File: config.mk
export PLATFORM = sky130hd
export DESIGN_NAME = popc_systolic
export DESIGN_NICKNAME = d
export VERILOG_FILES = /design/src/rtl/popc_pkg.sv /design/src/rtl/popc_skew.sv /design/src/rtl/popc_csa_cell.sv /design/src/rtl/popc_resolve.sv /design/src/rtl/popc_systolic.sv
export SDC_FILE = /design/constraint.sdc
export NUM_CORES = 1
export LEC_CHECK = 0
export ABC_AREA = 1
export ABC_CLOCK_PERIOD_IN_PS = 1030
export BUFFER_PORTS_ARGS = -buffer_cell sky130_fd_sc_hd__buf_2
export CAP_MARGIN = 20
export CORE_ASPECT_RATIO = 1.75
export CORE_UTILIZATION = 35
export DETAILED_ROUTE_END_ITERATION = 16
export GPL_TIMING_DRIVEN = 0
export RECOVER_POWER = 50
export SYNTH_ARGS = -nofsm -noshare
export SYNTH_HDL_FRONTEND = slang
export SYNTH_SLANG_ARGS = --single-unit
File: constraint.sdc
create_clock -name clk -period 1.03 [get_ports clk]
set_input_delay 0.1545 -clock clk [delete_from_list [all_inputs] [get_ports clk]]
set_output_delay 0.1545 -clock clk [all_outputs]
set_load 0.005 [all_outputs]
File: src/rtl/popc_pkg.sv
// popc_pkg: shared sizing helpers for the systolic population counter.
// Assumes N >= 2, so the count is at least two bits wide.
package popc_pkg;

    // Width needed to hold a count from 0 to n.
    function automatic int popc_cw(input int n);
        return $clog2(n + 1);
    endfunction

    // Number of prefix levels needed to resolve a cw-bit carry-save pair.
    function automatic int popc_lvls(input int cw);
        return $clog2(cw);
    endfunction

endpackage

File: src/rtl/popc_skew.sv
// popc_skew: triangular skew array. Row k holds bits k..N-1 of the word
// accepted k cycles ago, so tap[k] presents bit k exactly when incrementer
// stage k needs it. Assumes N >= 2. The rows carry data only and have no reset.
module popc_skew #(
    parameter int N = 32
) (
    input  logic         clk,
    input  logic [N-1:0] in_data,
    output logic [N-1:0] tap
);

    assign tap[0] = in_data[0];

    genvar k;
    generate
        for (k = 1; k < N; k++) begin : g_row
            logic [N-1-k:0] row_q;
            if (k == 1) begin : g_first
                // Purpose: first row takes every bit except bit 0 straight from the input.
                always_ff @(posedge clk) begin
                    row_q <= in_data[N-1:1];
                end
            end else begin : g_next
                // Purpose: each row drops the bit consumed above and moves the rest one row down.
                always_ff @(posedge clk) begin
                    row_q <= g_row[k-1].row_q[N-k:1];
                end
            end
            assign tap[k] = row_q[0];
        end
    endgenerate

endmodule

File: src/rtl/popc_csa_cell.sv
// popc_csa_cell: one carry-save incrementer of the column. It adds a single
// bit to the partial count held as (sum + carry) with one 3:2 compressor row.
// Assumes that the true partial count after stage K fits in CW bits.
module popc_csa_cell #(
    parameter int CW = 6,
    parameter int K  = 0
) (
    input  logic          clk,
    input  logic          rst_n,
    input  logic          v_in,
    input  logic [CW-1:0] s_in,
    input  logic [CW-1:0] c_in,
    input  logic          bit_in,
    output logic          v_q,
    output logic [CW-1:0] s_q,
    output logic [CW-1:0] c_q
);

    logic [CW-1:0] b_vec;
    logic [CW-1:0] maj;

    // Purpose: place the arriving bit at weight 1 and form the compressor carries.
    always_comb begin
        b_vec    = '0;
        b_vec[0] = bit_in;
        maj      = (s_in & c_in) | (s_in & b_vec) | (c_in & b_vec);
    end

    // Purpose: register the compressed pair (carry out of the top bit is always zero).
    always_ff @(posedge clk) begin
        s_q <= s_in ^ c_in ^ b_vec;
        c_q <= maj << 1;
    end

    // Purpose: qualifier follows the word; cleared by reset.
    always_ff @(posedge clk) begin
        if (!rst_n) v_q <= 1'b0;
        else        v_q <= v_in;
    end

    // a stage that has seen K+1 bits cannot hold more than K+1.
    assert_partial_bound_R7: assert property (@(posedge clk) disable iff (!rst_n)
        v_q |-> (({1'b0, s_q} + {1'b0, c_q}) <= (CW+1)'(K + 1)));

endmodule

File: src/rtl/popc_resolve.sv
// popc_resolve: pipelined prefix adder that turns a carry-save pair into a
// binary value. One register level forms propagate/generate, LVLS levels merge
// them with doubling span, and a last register forms the sum. Latency LVLS+2.
// Assumes LVLS = ceil(log2(CW)) >= 1.
module popc_resolve #(
    parameter int CW   = 6,
    parameter int LVLS = 3
) (
    input  logic          clk,
    input  logic          rst_n,
    input  logic          v_in,
    input  logic [CW-1:0] s_in,
    input  logic [CW-1:0] c_in,
    output logic          v_out,
    output logic [CW-1:0] sum
);

    localparam int RES_LAT = LVLS + 2;

    logic [CW-1:0] g_q  [0:LVLS];
    logic [CW-1:0] x_q  [0:LVLS];
    logic [CW-1:0] p_q  [0:LVLS-1];
    logic          v_q  [0:LVLS];

    // Purpose: first level registers bit-wise propagate and generate.
    always_ff @(posedge clk) begin
        g_q[0] <= s_in & c_in;
        p_q[0] <= s_in ^ c_in;
        x_q[0] <= s_in ^ c_in;
    end

    // Purpose: qualifier for the first level.
    always_ff @(posedge clk) begin
        if (!rst_n) v_q[0] <= 1'b0;
        else        v_q[0] <= v_in;
    end

    genvar l;
    generate
        for (l = 1; l <= LVLS; l++) begin : g_lvl
            localparam int SPAN = 1 << (l - 1);

            // Purpose: merge group generate over a span of SPAN bits; keep the half-sum.
            always_ff @(posedge clk) begin
                g_q[l] <= g_q[l-1] | (p_q[l-1] & (g_q[l-1] << SPAN));
                x_q[l] <= x_q[l-1];
            end

            if (l < LVLS) begin : g_prop
                // Purpose: merge group propagate for the following level.
                always_ff @(posedge clk) begin
                    p_q[l] <= p_q[l-1] & (p_q[l-1] << SPAN);
                end
            end

            // Purpose: qualifier for this prefix level.
            always_ff @(posedge clk) begin
                if (!rst_n) v_q[l] <= 1'b0;
                else        v_q[l] <= v_q[l-1];
            end
        end
    endgenerate

    // Purpose: final sum from half-sum and carries into each bit.
    always_ff @(posedge clk) begin
        sum <= x_q[LVLS] ^ (g_q[LVLS] << 1);
    end

    // Purpose: output qualifier.
    always_ff @(posedge clk) begin
        if (!rst_n) v_out <= 1'b0;
        else        v_out <= v_q[LVLS];
    end

    // the resolved value equals the pair that entered RES_LAT cycles earlier.
    assert_resolve_exact_R1: assert property (@(posedge clk) disable iff (!rst_n)
        v_out |-> (sum == CW'($past(s_in, RES_LAT) + $past(c_in, RES_LAT))));

endmodule

File: src/rtl/popc_systolic.sv
// popc_systolic: top level of the systolic population counter. Skew array,
// column of N carry-save incrementers, then the pipelined resolver.
// Latency N + LVLS + 2 cycles, full throughput. Assumes N >= 2.
// Synchronous active-low reset clears the qualifiers only.
module popc_systolic
    import popc_pkg::*;
#(
    parameter  int N    = 32,
    localparam int CW   = popc_cw(N),
    localparam int LVLS = popc_lvls(CW)
) (
    input  logic          clk,
    input  logic          rst_n,
    input  logic          in_valid,
    input  logic [N-1:0]  in_data,
    output logic          out_valid,
    output logic [CW-1:0] out_count
);

    logic [N-1:0]  tap;
    logic [CW-1:0] s_w [0:N];
    logic [CW-1:0] c_w [0:N];
    logic          v_w [0:N];

    popc_skew #(.N(N)) skew_i (
        .clk     (clk),
        .in_data (in_data),
        .tap     (tap)
    );

    assign s_w[0] = '0;
    assign c_w[0] = '0;
    assign v_w[0] = in_valid;

    genvar k;
    generate
        for (k = 0; k < N; k++) begin : g_col
            popc_csa_cell #(.CW(CW), .K(k)) cell_i (
                .clk    (clk),
                .rst_n  (rst_n),
                .v_in   (v_w[k]),
                .s_in   (s_w[k]),
                .c_in   (c_w[k]),
                .bit_in (tap[k]),
                .v_q    (v_w[k+1]),
                .s_q    (s_w[k+1]),
                .c_q    (c_w[k+1])
            );
        end
    endgenerate

    popc_resolve #(.CW(CW), .LVLS(LVLS)) resolve_i (
        .clk   (clk),
        .rst_n (rst_n),
        .v_in  (v_w[N]),
        .s_in  (s_w[N]),
        .c_in  (c_w[N]),
        .v_out (out_valid),
        .sum   (out_count)
    );

    logic rst_seen_q;

    // Purpose: remember that the previous edge sampled reset, for the check below.
    always_ff @(posedge clk) begin
        rst_seen_q <= !rst_n;
    end

    // the edge after a sampled reset leaves no valid result.
    always @(posedge clk) begin
        if (rst_seen_q) begin
            assert_reset_clears_R6: assert (!out_valid);
        end
    end

    // a valid count never exceeds the word width.
    assert_count_range_R4: assert property (@(posedge clk) disable iff (!rst_n)
        out_valid |-> (out_count <= CW'(N)));

endmodule

==> flow_results.xml <==
<?xml version="1.0" encoding="UTF-8"?>
<metrics>
  <group name="detailed_routing">
    <metric name="wl_met2" unit="um">8450</metric>
    <metric name="post-route-drc-count" unit="">0</metric>
    <metric name="detail_route.wirelength" unit="um">16600</metric>
    <metric name="wire_per_inst" unit="um">7.51</metric>
    <metric name="ant_nets" unit="">0</metric>
    <metric name="post_drt_via_cell_ratio" unit="">3.65</metric>
    <metric name="dr_wl_met3" unit="um">1100</metric>
    <metric name="firstDrtPassIters" unit="">4</metric>
    <metric name="wl_met1" unit="um">6320</metric>
    <metric name="topRoutingLayerUsed" unit="">met4</metric>
    <metric name="drt_first_iter_violations" unit="">198</metric>
    <metric name="num_vias" unit="">8093</metric>
  </group>
  <group name="clocking">
    <metric name="post-cts-setup-buffer-count" unit="">0</metric>
    <metric name="clock_tree.htree_level_count" unit="">3</metric>
    <metric name="clock_sink_count" unit="">878</metric>
    <metric name="max-clock-path-buffers" unit="">3</metric>
    <metric name="clk_latency" unit="ps">600</metric>
    <metric name="tritoncts.num_buffers" unit="">73</metric>
    <metric name="cts.clk_slew.worst_paths" unit="ps">60</metric>
    <metric name="cts_tree" unit="">done</metric>
    <metric name="clockRootBuffer" unit="">clkbuf_16</metric>
  </group>
  <group name="worst_setup_path">
    <metric name="setup.worst_path.class" unit="">reg -&gt; out</metric>
    <metric name="critical_path.startpoint_type" unit="">flip-flop</metric>
    <metric name="critical_path_required" unit="ps">880</metric>
    <metric name="slowest_stage" unit="">dfxtp_2</metric>
    <metric name="critical_path.max_fanout" unit="">1</metric>
    <metric name="setup.reg_to_reg.worst_slack" unit="ps">310</metric>
    <metric name="worst-r2r-cell-count" unit="">1</metric>
    <metric name="worstReg2RegStart" unit="">g_col[11].cell_i.c_q[3]</metric>
    <metric name="max_stage_delay" unit="ps">310</metric>
    <metric name="rr_endpoint" unit="">g_col[12].cell_i.s_q[3]</metric>
    <metric name="critical_path.cell_chain" unit="">buf_2</metric>
    <metric name="cp.arrival" unit="ps">1020</metric>
    <metric name="timing.critical_path.max_delay_family" unit="">flip-flops</metric>
    <metric name="timing.critical_path.to_type" unit="">output pin</metric>
    <metric name="worst-path-buf-inv" unit="">1</metric>
  </group>
  <group name="worst_hold_path">
    <metric name="min_from" unit="">in_data[28]</metric>
    <metric name="timing.hold.worst.class" unit="">in -&gt; reg</metric>
    <metric name="hold_depth" unit="">2</metric>
    <metric name="holdPathEnd" unit="">skew_i.g_row[1].row_q[27]</metric>
  </group>
  <group name="die">
    <metric name="ioPinCount" unit="">42</metric>
    <metric name="initial_cell_density_of_the_core" unit="%">35.4</metric>
    <metric name="placementRows" unit="">116</metric>
    <metric name="core-area" unit="um2">57000</metric>
    <metric name="floorplan.die.height" unit="um">320</metric>
    <metric name="floorplan.die.width" unit="um">184</metric>
    <metric name="die_area" unit="um2">58700</metric>
  </group>
  <group name="layout">
    <metric name="postLayoutCoreUtil" unit="%">42.2</metric>
    <metric name="layout.cells.non_filler" unit="">2217</metric>
    <metric name="final_layout_size_suffix_gt1_share" unit="%">10.3</metric>
    <metric name="sequential_cell_area" unit="um2">17600</metric>
    <metric name="area_delta_synth_final" unit="%">19.1</metric>
    <metric name="layout.cells.most_common" unit="">dfxtp_1</metric>
    <metric name="finish.instance_area" unit="um2">24100</metric>
    <metric name="multiInputGateArea" unit="um2">2220</metric>
    <metric name="insertedDiodeCount" unit="">0</metric>
    <metric name="layout_common_cells" unit="">dfxtp_1, ha_1, nand2_1, inv_1, clkbuf_16</metric>
    <metric name="n_fill_cell" unit="">5051</metric>
    <metric name="nNetsFinal" unit="">1569</metric>
  </group>
  <group name="yosys">
    <metric name="synthSimpleGateAreaFrac" unit="%">2.36</metric>
    <metric name="synth.yosys.warnings" unit="">0</metric>
    <metric name="post_synth_instance_area" unit="um2">20200</metric>
    <metric name="post_synth_inst_count" unit="">1244</metric>
    <metric name="syn-mean-instance-area" unit="um2">16.2</metric>
    <metric name="xor_and_xnor_fraction_of_the_mapped_netlist_area" unit="%">0</metric>
    <metric name="synth-seq-cells" unit="">878</metric>
    <metric name="ys_seq_area_share" unit="%">87.0</metric>
    <metric name="yosys.area.top_type_share" unit="%">87.0</metric>
    <metric name="largest_family_of_logic_cells_by_synthesized_area" unit="">adder cells</metric>
    <metric name="synthDominantAreaCellType" unit="">dfxtp_1</metric>
    <metric name="synth.area.mux_share" unit="%">0</metric>
    <metric name="synth.top_cells.by_area" unit="">dfxtp_1, ha_1, nand2_1</metric>
    <metric name="synthesis.nets" unit="">1418</metric>
    <metric name="synth-adder-area-share" unit="%">8.61</metric>
    <metric name="synth_compound_area_share" unit="%">0</metric>
    <metric name="ys_types" unit="">5</metric>
  </group>
  <group name="timing">
    <metric name="timing_max_transition_violations_final" unit="">0</metric>
    <metric name="setup_viol" unit="">7</metric>
    <metric name="rsz0062_at_grt" unit="">true</metric>
    <metric name="final-hold-violation-count" unit="">0</metric>
    <metric name="worst-slew-pin-transition" unit="ps">353</metric>
    <metric name="min_period" unit="ps">1170</metric>
    <metric name="achievable-frequency" unit="MHz">855</metric>
    <metric name="clock_skew" unit="ps">25.6</metric>
    <metric name="worst_hold_slack" unit="ps">183</metric>
    <metric name="postLayoutSetupSlackWorst" unit="ps">-140</metric>
    <metric name="max_slew_margin_vs_limit" unit="%">76.4</metric>
    <metric name="period_share" unit="%">114</metric>
    <metric name="final.setup.tns" unit="ps">-875</metric>
  </group>
  <group name="placement">
    <metric name="placed_cell_area" unit="um2">21400</metric>
    <metric name="place_worst_setup_slack" unit="ps">330</metric>
    <metric name="finalWeightedCongestion" unit="">0.623</metric>
    <metric name="placed_cells" unit="">2051</metric>
    <metric name="dp_hpwl" unit="um">8640</metric>
    <metric name="buffer_ports.inserted" unit="">40</metric>
  </group>
  <group name="status">
    <metric name="violated_checks" unit="">setup timing</metric>
    <metric name="status" unit="">finished with violations</metric>
  </group>
  <group name="global_route">
    <metric name="gr-usage-all-layers" unit="%">6.17</metric>
    <metric name="grt_start_max_net_pins" unit="">17</metric>
    <metric name="grt_pass1_vias" unit="">7801</metric>
    <metric name="grt_antenna_before_repair" unit="">0</metric>
    <metric name="first_pass_grt_wire_length" unit="um">30000</metric>
    <metric name="grt_remaining_overflow" unit="">0</metric>
  </group>
  <group name="power_and_ir_drop">
    <metric name="finalPower" unit="mW">68.8</metric>
    <metric name="power.static_leakage" unit="nW">10.8</metric>
    <metric name="power.density_cell_area" unit="nW/um2">2860</metric>
    <metric name="irDropWorstVdd" unit="mV">1.62</metric>
  </group>
  <group name="job">
    <metric name="maxCapViolCount" unit="">0</metric>
  </group>
</metrics>
state kept, by name, summed over array words and instances (netlist names):
signal / count
skew_i.g_row.row_q: 496
g_col.cell_i.s_q: 162
g_col.cell_i.c_q: 135
g_col.cell_i.v_q: 32
resolve_i.x_q: 22
resolve_i.g_q: 16
resolve_i.sum: 6
resolve_i.p_q: 4
resolve_i.v_q: 4
resolve_i.v_out: 1
kinds of logic after synthesis:
group,Yosys count
flops,878
fa+ha+maj,139
buf+inv,100
simple gates,127
report_power, final:
part | switching, mW | internal [mW] | leakage (nW)
Clock | 11.5 | 14.4 | 1.12
Sequential | 1.37 | 39.3 | 7.34
Combinational | 1.06 | 1.19 | 2.31
Total | 13.9 | 54.9 | 10.8
Yosys cell counts:
library cell and instances:
nand2_1 127, dfxtp_1 878, buf_6 4, ha_1 139
inv_1 96
worst max path at each step:
| stage | startpoint | endpoint | slack (ps) | cells past startpoint |
|---|---|---|---|---|
| 2_1_floorplan | skew_i.g_row[10].row_q[0] | g_col[10].cell_i.s_q[0] | 370 | 1 |
| 3_3_place_gp | g_col[24].cell_i.s_q[0] | g_col[25].cell_i.s_q[0] | 340 | 1 |
| 3_5_place_dp | g_col[13].cell_i.c_q[4] | g_col[14].cell_i.s_q[4] | 330 | 1 |
| 4_1_cts | resolve_i.sum[3] | out_count[3] | -190 | 1 |
| 5_1_grt | resolve_i.sum[3] | out_count[3] | -200 | 1 |
| 6_report | resolve_i.sum[3] | out_count[3] | -140 | 1 |
repair_timing:
item,CTS,global route
endpoints found under the setup margin,7,7
hold buffers,36,0
gates resized for setup,0,3
endpoints found under the hold margin,69,0
per-layer routing:
layer	vias up	track usage (%)
li1	4151	-
met5	-	0
met3	64	2.61
met4	0	4.43
met1	3748	5.31
met2	130	11.2
area by class of cell:
class                      instances  area share, %
clock inverter                    20           1.10
timing repair buffer              76           2.33
multi-input combinational        266           9.21
tap                              767           3.99
clock buffer                     110           8.59
sequential                       878           73.1
inverter                          96           1.50
buffer                             4          0.187
(Power assumes the default switching activity.)
